$ cat config.mk
export PLATFORM = sky130hd
export DESIGN_NAME = afs_frame_tx
export DESIGN_NICKNAME = d
export VERILOG_FILES = /design/src/rtl/afs_pkg.sv /design/src/rtl/afs_ctrl.sv /design/src/rtl/afs_frame_build.sv /design/src/rtl/afs_shifter.sv /design/src/rtl/afs_frame_tx.sv
export SDC_FILE = /design/constraint.sdc
export NUM_CORES = 1
export LEC_CHECK = 0
export ABC_AREA = 1
export ABC_CLOCK_PERIOD_IN_PS = 4400
export BUFFER_PORTS_ARGS = -buffer_cell sky130_fd_sc_hd__buf_4
export CELL_PAD_IN_SITES_DETAIL_PLACEMENT = 0
export CELL_PAD_IN_SITES_GLOBAL_PLACEMENT = 1
export CORE_MARGIN = 3
export CORE_UTILIZATION = 40
export DETAILED_ROUTE_END_ITERATION = 12
export HOLD_SLACK_MARGIN = 0.03
export PLACE_DENSITY = 0.85
export SLEW_MARGIN = 20
export SYNTH_ARGS = -nofsm -noshare
export SYNTH_HDL_FRONTEND = slang
export SYNTH_SLANG_ARGS = --single-unit
$ cat constraint.sdc
create_clock -name clk -period 4.4 [get_ports clk]
set_clock_uncertainty 0.2 [all_clocks]
set_input_delay 0.44 -clock clk [delete_from_list [all_inputs] [get_ports clk]]
set_output_delay 0.44 -clock clk [all_outputs]
set_load 0.1 [all_outputs]
$ cat src/rtl/afs_pkg.sv
package afs_pkg;
  // Strobes from the frame sequencer to the shift datapath
  typedef struct packed {
    logic load;   // capture the assembled frame
    logic shift;  // advance one bit position
    logic drive;  // a frame bit is on the line
  } shiftCtrl_t;
endpackage

$ cat src/rtl/afs_ctrl.sv
module afs_ctrl
  import afs_pkg::*;
#(
  parameter int FRAME_BITS = 256
) (
  input  logic       clk,
  input  logic       rstN,
  input  logic       syncIn,
  output shiftCtrl_t strobes
);
  localparam int CNT_W = $clog2(FRAME_BITS);
  localparam logic [CNT_W-1:0] LAST_POS = CNT_W'(FRAME_BITS - 1);

  logic             syncPrev;
  logic             active;
  logic [CNT_W-1:0] bitCnt;
  logic             syncRise;

  assign syncRise = syncIn & ~syncPrev;

  always_ff @(posedge clk or negedge rstN) begin
    if (!rstN) begin
      syncPrev <= 1'b0;
      active   <= 1'b0;
      bitCnt   <= '0;
    end else begin
      syncPrev <= syncIn;
      if (syncRise) begin
        active <= 1'b1;
        bitCnt <= '0;
      end else if (active) begin
        if (bitCnt == LAST_POS) begin
          active <= 1'b0;
          bitCnt <= '0;
        end else begin
          bitCnt <= bitCnt + 1'b1;
        end
      end
    end
  end

  always_comb begin
    strobes.load  = syncRise;
    strobes.shift = active & ~syncRise & (bitCnt != LAST_POS);
    strobes.drive = active;
  end

  AST_START_ON_RISE: assert property (@(posedge clk) disable iff (!rstN)
    $rose(syncIn) |=> (active && bitCnt == '0));
  AST_CNT_ADVANCE: assert property (@(posedge clk) disable iff (!rstN)
    (active && bitCnt != LAST_POS && !$rose(syncIn)) |=> (active && bitCnt == $past(bitCnt) + 1'b1));
  AST_END_IDLE: assert property (@(posedge clk) disable iff (!rstN)
    (active && bitCnt == LAST_POS && !$rose(syncIn)) |=> !active);
  AST_NO_RETRIGGER: assert property (@(posedge clk) disable iff (!rstN)
    (!active && syncIn && $past(syncIn)) |=> !active);
endmodule

$ cat src/rtl/afs_frame_build.sv
module afs_frame_build #(
  parameter int SLOT_COUNT = 12,
  parameter int TAG_BITS   = 16,
  parameter int SLOT_BITS  = 20,
  parameter int IDX_BITS   = 7,
  parameter int REQ_BITS   = 10,
  localparam int FRAME_BITS = TAG_BITS + SLOT_COUNT * SLOT_BITS,
  localparam int AUDIO_W    = (SLOT_COUNT - 2) * SLOT_BITS
) (
  input  logic                  codecReady,
  input  logic [SLOT_COUNT-1:0] slotValid,
  input  logic [IDX_BITS-1:0]   regIndex,
  input  logic [REQ_BITS-1:0]   rateReq,
  input  logic [SLOT_BITS-1:0]  statusData,
  input  logic [AUDIO_W-1:0]    audioData,
  output logic [FRAME_BITS-1:0] frameOut
);
  localparam int RSV_BITS = TAG_BITS - 1 - SLOT_COUNT;
  localparam int PAD_LO   = SLOT_BITS - 1 - IDX_BITS - REQ_BITS;

  logic [SLOT_COUNT-1:0] effValid;
  logic [TAG_BITS-1:0]   tagWord;
  logic [SLOT_BITS-1:0]  rawSlot [SLOT_COUNT];

  // Valid flags only count while the codec reports ready
  assign effValid = slotValid & {SLOT_COUNT{codecReady}};

  assign tagWord[TAG_BITS-1] = codecReady;
  for (genvar j = 0; j < SLOT_COUNT; j++) begin : g_tag
    assign tagWord[TAG_BITS-2-j] = effValid[j];
  end
  if (RSV_BITS > 0) begin : g_rsv
    assign tagWord[RSV_BITS-1:0] = '0;
  end

  if (PAD_LO > 0) begin : g_addrPad
    assign rawSlot[0] = {1'b0, regIndex, rateReq, {PAD_LO{1'b0}}};
  end else begin : g_addrNoPad
    assign rawSlot[0] = {1'b0, regIndex, rateReq};
  end
  assign rawSlot[1] = statusData;
  for (genvar a = 0; a < SLOT_COUNT - 2; a++) begin : g_audio
    assign rawSlot[a+2] = audioData[a*SLOT_BITS +: SLOT_BITS];
  end

  assign frameOut[FRAME_BITS-1 -: TAG_BITS] = tagWord;
  for (genvar s = 0; s < SLOT_COUNT; s++) begin : g_place
    assign frameOut[FRAME_BITS-TAG_BITS-s*SLOT_BITS-1 -: SLOT_BITS] =
      effValid[s] ? rawSlot[s] : '0;
  end

  always_comb begin
    if (!codecReady) begin
      AST_NOT_READY_EMPTY: assert (frameOut == '0);
    end
  end
endmodule

$ cat src/rtl/afs_shifter.sv
module afs_shifter
  import afs_pkg::*;
#(
  parameter int FRAME_BITS = 256
) (
  input  logic                  clk,
  input  logic                  rstN,
  input  shiftCtrl_t            strobes,
  input  logic [FRAME_BITS-1:0] frameIn,
  output logic                  sdataOut
);
  logic [FRAME_BITS-1:0] shiftReg;

  always_ff @(posedge clk or negedge rstN) begin
    if (!rstN) begin
      shiftReg <= '0;
    end else if (strobes.load) begin
      shiftReg <= frameIn;
    end else if (strobes.shift) begin
      shiftReg <= {shiftReg[FRAME_BITS-2:0], 1'b0};
    end
  end

  assign sdataOut = strobes.drive & shiftReg[FRAME_BITS-1];

  AST_LOAD_CAPTURE: assert property (@(posedge clk) disable iff (!rstN)
    strobes.load |=> (shiftReg == $past(frameIn)));
  AST_SHIFT_STEP: assert property (@(posedge clk) disable iff (!rstN)
    strobes.shift |=> (shiftReg[FRAME_BITS-1] == $past(shiftReg[FRAME_BITS-2])));
endmodule

$ cat src/rtl/afs_frame_tx.sv
module afs_frame_tx
  import afs_pkg::*;
#(
  parameter int SLOT_COUNT = 12,
  parameter int TAG_BITS   = 16,
  parameter int SLOT_BITS  = 20,
  parameter int IDX_BITS   = 7,
  parameter int REQ_BITS   = 10,
  localparam int FRAME_BITS = TAG_BITS + SLOT_COUNT * SLOT_BITS,
  localparam int AUDIO_W    = (SLOT_COUNT - 2) * SLOT_BITS
) (
  input  logic                  clk,
  input  logic                  rstN,
  input  logic                  syncIn,
  input  logic                  codecReady,
  input  logic [SLOT_COUNT-1:0] slotValid,
  input  logic [IDX_BITS-1:0]   regIndex,
  input  logic [REQ_BITS-1:0]   rateReq,
  input  logic [SLOT_BITS-1:0]  statusData,
  input  logic [AUDIO_W-1:0]    audioData,
  output logic                  sdataOut
);
  shiftCtrl_t            strobes;
  logic [FRAME_BITS-1:0] frameWord;

  afs_ctrl #(.FRAME_BITS(FRAME_BITS)) u_ctrl (
    .clk     (clk),
    .rstN    (rstN),
    .syncIn  (syncIn),
    .strobes (strobes)
  );

  afs_frame_build #(
    .SLOT_COUNT (SLOT_COUNT),
    .TAG_BITS   (TAG_BITS),
    .SLOT_BITS  (SLOT_BITS),
    .IDX_BITS   (IDX_BITS),
    .REQ_BITS   (REQ_BITS)
  ) u_build (
    .codecReady (codecReady),
    .slotValid  (slotValid),
    .regIndex   (regIndex),
    .rateReq    (rateReq),
    .statusData (statusData),
    .audioData  (audioData),
    .frameOut   (frameWord)
  );

  afs_shifter #(.FRAME_BITS(FRAME_BITS)) u_shift (
    .clk      (clk),
    .rstN     (rstN),
    .strobes  (strobes),
    .frameIn  (frameWord),
    .sdataOut (sdataOut)
  );

  AST_READY_FIRST_BIT: assert property (@(posedge clk) disable iff (!rstN)
    $rose(syncIn) |=> (sdataOut == $past(codecReady)));
  AST_NOT_READY_LEAD_ZERO: assert property (@(posedge clk) disable iff (!rstN)
    ($rose(syncIn) && !codecReady) |=> !sdataOut);
endmodule

After elaboration in Yosys (flattened, before gate mapping)
Cells that the tools add are included.
{ "totals": {"regBits": 266, "input_bits": 253} }
{ "classes": {"bitwise": 7, "muxes": 20, "eq_ne": 2, "n_reduce_logical": 2, "add_sub_neg": 1} }
{ "ops": {"columns": ["cell", "count"], "rows": [
  ["$mux W256", 2],
  ["$mux W20", 11],
  ["$mux W8", 3],
  ["$mux W19", 1],
  ["$and A12 B12 Y12", 1],
  ["$add A8 B1 Y8 const B", 1],
  ["$eq A8 B8 Y1 const B", 1],
  ["$ne A8 B8 Y1 const B", 1],
  ["$and A1 B1 Y1", 4],
  ["$reduce_bool A2 Y1", 2],
  ["$mux W1", 3],
  ["$not A1 Y1", 2]
]} }

Depth between registers and ports, before layout
{ "depth": {"word_depth": 7, "mapped_depth": 10} }

Modules after synthesis
Synthesis repeated with hierarchy kept, for this count alone.
{ "unflattened": {"hier_cells": 2002, "area_unflattened_um2": 14163.6} }
{ "modules_own_cells": {"columns": ["mod", "n_inst", "seq_area_each_um2", "cells_each", "area_per_inst_um2"], "rows": [
  ["afs_shifter", 1, 6406.1, 1396, 11556.1],
  ["afs_frame_build", 1, 0.0, 530, 2045.7],
  ["afs_ctrl", 1, 250.2, 76, 561.8]
]} }

Least setup slack after synthesis
Ideal clock, no wire load.
{ "synth_timing": {"path_kind": "reg-to-output", "startpoint": "reg u_ctrl.active", "endpoint": "out sdataOut", "path_stages_with_launch": 4, "path_buffers": 1, "t_arrival_ns": 1.269, "slack_ns": 2.491, "required_time_ns": 3.760, "path_cell_list": "dfrtp_1 > clkbuf_1 > nand2_1 > inv_1"} }
{ "synth_between": {"elab_chain_cells": 1} }
{ "synth_rtl": {"columns": ["element", "line_no", "source"], "rows": [
  ["start: declaration", "afs_ctrl.sv:15", "logic active;"],
  ["start signal: assignment", "afs_ctrl.sv:24", "active <= 1'b0;"],
  ["start signal: assignment", "afs_ctrl.sv:29", "active <= 1'b1;"],
  ["start signal: assignment", "afs_ctrl.sv:33", "active <= 1'b0;"],
  ["$and A1 B1 Y1", "afs_shifter.sv:24", "assign sdataOut = strobes.drive & shiftReg[FRAME_BITS-1];"],
  ["end: declaration", "afs_frame_tx.sv:21", "output logic sdataOut"]
]} }
Every way passes these cells.

Final worst setup path
{ "layout_timing": {"startpoint": "in syncIn", "endpoint": "reg u_shift.shiftReg[60]"} }
{ "layout_between": {"elab_chain_cells": 5, "elab_cells_between_ends": 6} }
{ "layout_rtl": {"columns": ["element", "line_no", "source"], "rows": [
  ["start: declaration", "afs_frame_tx.sv:14", "input logic syncIn,"],
  ["$and A1 B1 Y1 (*)", "afs_ctrl.sv:19", "assign syncRise = syncIn & ~syncPrev;"],
  ["$not A1 Y1", "afs_ctrl.sv:44", "strobes.shift = active & ~syncRise & (bitCnt != LAST_POS);"],
  ["$and A1 B1 Y1 (2 in a row)", "afs_ctrl.sv:44", null],
  ["$reduce_bool A2 Y1 (no line)", null, null],
  ["end signal: assignment", "afs_shifter.sv:18", "shiftReg <= frameIn;"],
  ["end signal: assignment", "afs_shifter.sv:20", "shiftReg <= {shiftReg[FRAME_BITS-2:0], 1'b0};"],
  ["end: declaration", "afs_shifter.sv:12", "logic [FRAME_BITS-1:0] shiftReg;"]
]} }
Mark *: on every way between the ends. The rest lies on a longest branch, timed or not.
A chain may end at the register's enable or synchronous reset.

==> reports/metrics.csv <==
metric;value;unit
slowest stage delay, CP;0.71;ns
syn nets;2250;
diode count;0;
CTS tree;built;
vias;12885;
Final TNS setup;0;ns
largest net degree at the start of global routing;301;
Max VDD drop;349;µV
Final Setup Violations;0;
Max Fclk;313;MHz
Avg WL per Cell;13.7;µm
Crit Path Max Fanout;133;
post-synthesis mux area share;0;%
Synth Cell Area;0.0142;mm²
Synth Area in Compound Gates;8.02;%
overall global routing resource usage;18.8;%
Final Cycle Share;72.7;%
Post-Synth Adder-Cell Area;0.0881;%
Nets;2437;
combinational family with the most area after synthesis;simple AND/OR/NAND/NOR gates;
Root Buffer;clkbuf_16;
simple-gate share of the synthesized area;32.6;%
worst skew pair latency;0.54;ns
port bufs;253;
Final Instance Area;0.0173;mm²
share of post-route cells with drive strength above 1;14.7;%
Starting Density;40.8;%
post-synth top area share;46.9;%
R2R depth;6;
commonest cells after routing, fill and taps aside;nand2_1 (844), dfrtp_1 (266), buf_4 (261);
vias in the first global route;12059;
H-tree level count;1;
drt drc;0;
first-pass GRT wire length;61.2;mm
CP delay by family, top;buffers and inverters;
Setup CP Type;input port to register;
Worst Path Required;4.68;ns
die height;194;µm
xor/xnor cell area share of the yosys netlist;0.123;%
Worst R2R Start;u_ctrl.syncPrev$_DFF_PN0_;
Yosys warnings;0;
sequential cell area fraction in the yosys report;46.9;%
Remaining Overflow, GRT;0;
Vias/cell;4.84;
Clk pin slew, worst setup/hold paths;0.06;ns
crit path buf inv count;3;
Boundary Pins;254;
P per Cell Area;358;mW/mm²
drt first-iter violations;861;
Total Wirelength;36.5;mm
DP Area;0.0160;mm²
Startpoint Class;input port;
r2r setup slk;1.26;ns
FP Rows;68;
Hold/Removal Path Class;input port to register;
Critical path origin;syncIn;
Synth Area per Inst;7.11;µm²
Synth Register Bits;266;
CP Cell Sequence;dlygate4sd3_1 > buf_4 > nand2_8 > nand2_8 > buf_4 > nand2_1 > nand2_1;
post-detail-place hpwl;22.2;mm
die area;0.0378;mm²
1st-pass router iterations;5;
routability cong.;0.808;
width of the chip;194;µm
Critical Path End;u_shift.shiftReg[60]$_DFFE_PN0P_;
# Post-CTS Setup Buffers;0;
Slew headroom;28.3;%
Num CTS Buffers;30;
core area;0.0348;mm²
Crit-path slowest cell;buf_4;
Syn Inst Count;1996;
Crit. End Element;register;
crit path DAT;3.48;ns
RR Endpoint;u_shift.shiftReg[60]$_DFFE_PN0P_;
Leak;9.85;nW
post-synth cell types;23;
Fin. Hold Viols;0;
Clock Sinks;266;
Area Growth Syn to Fin;22.2;%
critical path depth in cells;7;
fin crit period;3.20;ns
RSZ-0062 raised after global routing;false;
cell taking the most area after synthesis;dfrtp_1;
initial antenna violation count;5;
post-route ant nets;0;
run status;finished, final reports clean;
top post-synthesis cells by area;dfrtp_1 (47%), nand2_1 (22%), nand3_1 (9.1%);
Final Max Slew Viols;0;
Bufs on Longest Clock Path;3;
worst-margin pin slew;1.08;ns
most common cell after layout, fill and taps aside;nand2_1;
max_cap viols;0;
[worst min-delay path by stage]
stage                                           start                                end  depth (start not counted)  slack, ns
floorplan                                        rstN            u_ctrl.active$_DFF_PN0_                          0      -0.06
global placement    u_shift.shiftReg[240]$_DFFE_PN0P_  u_shift.shiftReg[241]$_DFFE_PN0P_                          2       0.26
detailed placement  u_shift.shiftReg[240]$_DFFE_PN0P_  u_shift.shiftReg[241]$_DFFE_PN0P_                          2       0.26
CTS                                    audioData[159]   u_shift.shiftReg[59]$_DFFE_PN0P_                          5       0.03
global route                               rateReq[4]  u_shift.shiftReg[226]$_DFFE_PN0P_                          5       0.05
finish                                 audioData[159]   u_shift.shiftReg[59]$_DFFE_PN0P_                          5       0.06
[tightest hold or removal path, delay by kind of cell]
family          cells  cell delay (ns)
buf+inv             2             0.14
simple gates        2             0.11
compound gates      1             0.07
[cell type report]
cell class              count  area, µm²
flip-flops and latches    266       6660
inverters                 233        875
well taps                 455        569
repair buffers            293       2330
fillers                  3418      17500
clock buffers              45        918
multi-input cells        1359       5820
clock inverters            10        175
[cell usage after synthesis]
master / n
inv_1: 230
dfrtp_1: 266
nand2_1: 844
buf_6: 21
o21ai_1: 3
inv_2: 3
buf_1: 1
nand2_2: 2
nand3b_1: 1
nor2_2: 1
nand2_4: 3
buf_4: 37
buf_2: 47
ha_1: 1
nor2_1: 11
o21ai_0: 218
xnor2_1: 1
clkbuf_1: 32
nand4_1: 11
o21bai_1: 3
nand3_1: 257
xor2_1: 1
a21oi_1: 2
[cells by family (layout without fill, tap and decap cells)]
kind of cell	Yosys count	after routing
fa+ha+maj	1	1
buf+inv	371	581
xor+xnor	2	2
simple gates	1130	1130
flops	266	266
compound gates	226	226
[what timing repair did]
action,4_1_cts,5_1_grt
endpoints found under the hold margin,148,0
hold buffers,27,0
resized for setup,0,0
[registers in the layout, summed over array words and instances (netlist names)]
register	flops
u_ctrl.active	1
u_shift.shiftReg	256
u_ctrl.syncPrev	1
u_ctrl.bitCnt	8
[metal layers]
| metal | track usage [%] | wire, µm |
|---|---|---|
| met3 | 3.66 | 2240 |
| met1 | 28.2 | 17500 |
| met5 | 0 | 67 |
| met2 | 28.8 | 16000 |
| met4 | 3.40 | 666 |
[power breakdown]
part / leakage [nW] / switching, W / internal, W
Combinational: 5.72 / 0.000404 / 0.000332
Clock: 0.543 / 0.00101 / 0.00172
Sequential: 3.58 / 0.000109 / 0.00263
[metrics by stage]
step                      total power [W]  hold WS [ns]  worst slack [ns]  cells  utilization [%]
after floorplan                   0.00317       -0.0556              2.49   1996                -
after global placement            0.00349         0.256              1.36   2578             45.8
after detailed placement          0.00350         0.256              1.32   2578             45.8
after CTS                         0.00629        0.0310              1.30   2660             49.8
after global routing              0.00653        0.0534              1.01   2661             49.8
final                             0.00621        0.0571              1.20   2661             49.8
Power figures use the tool's default switching activity.
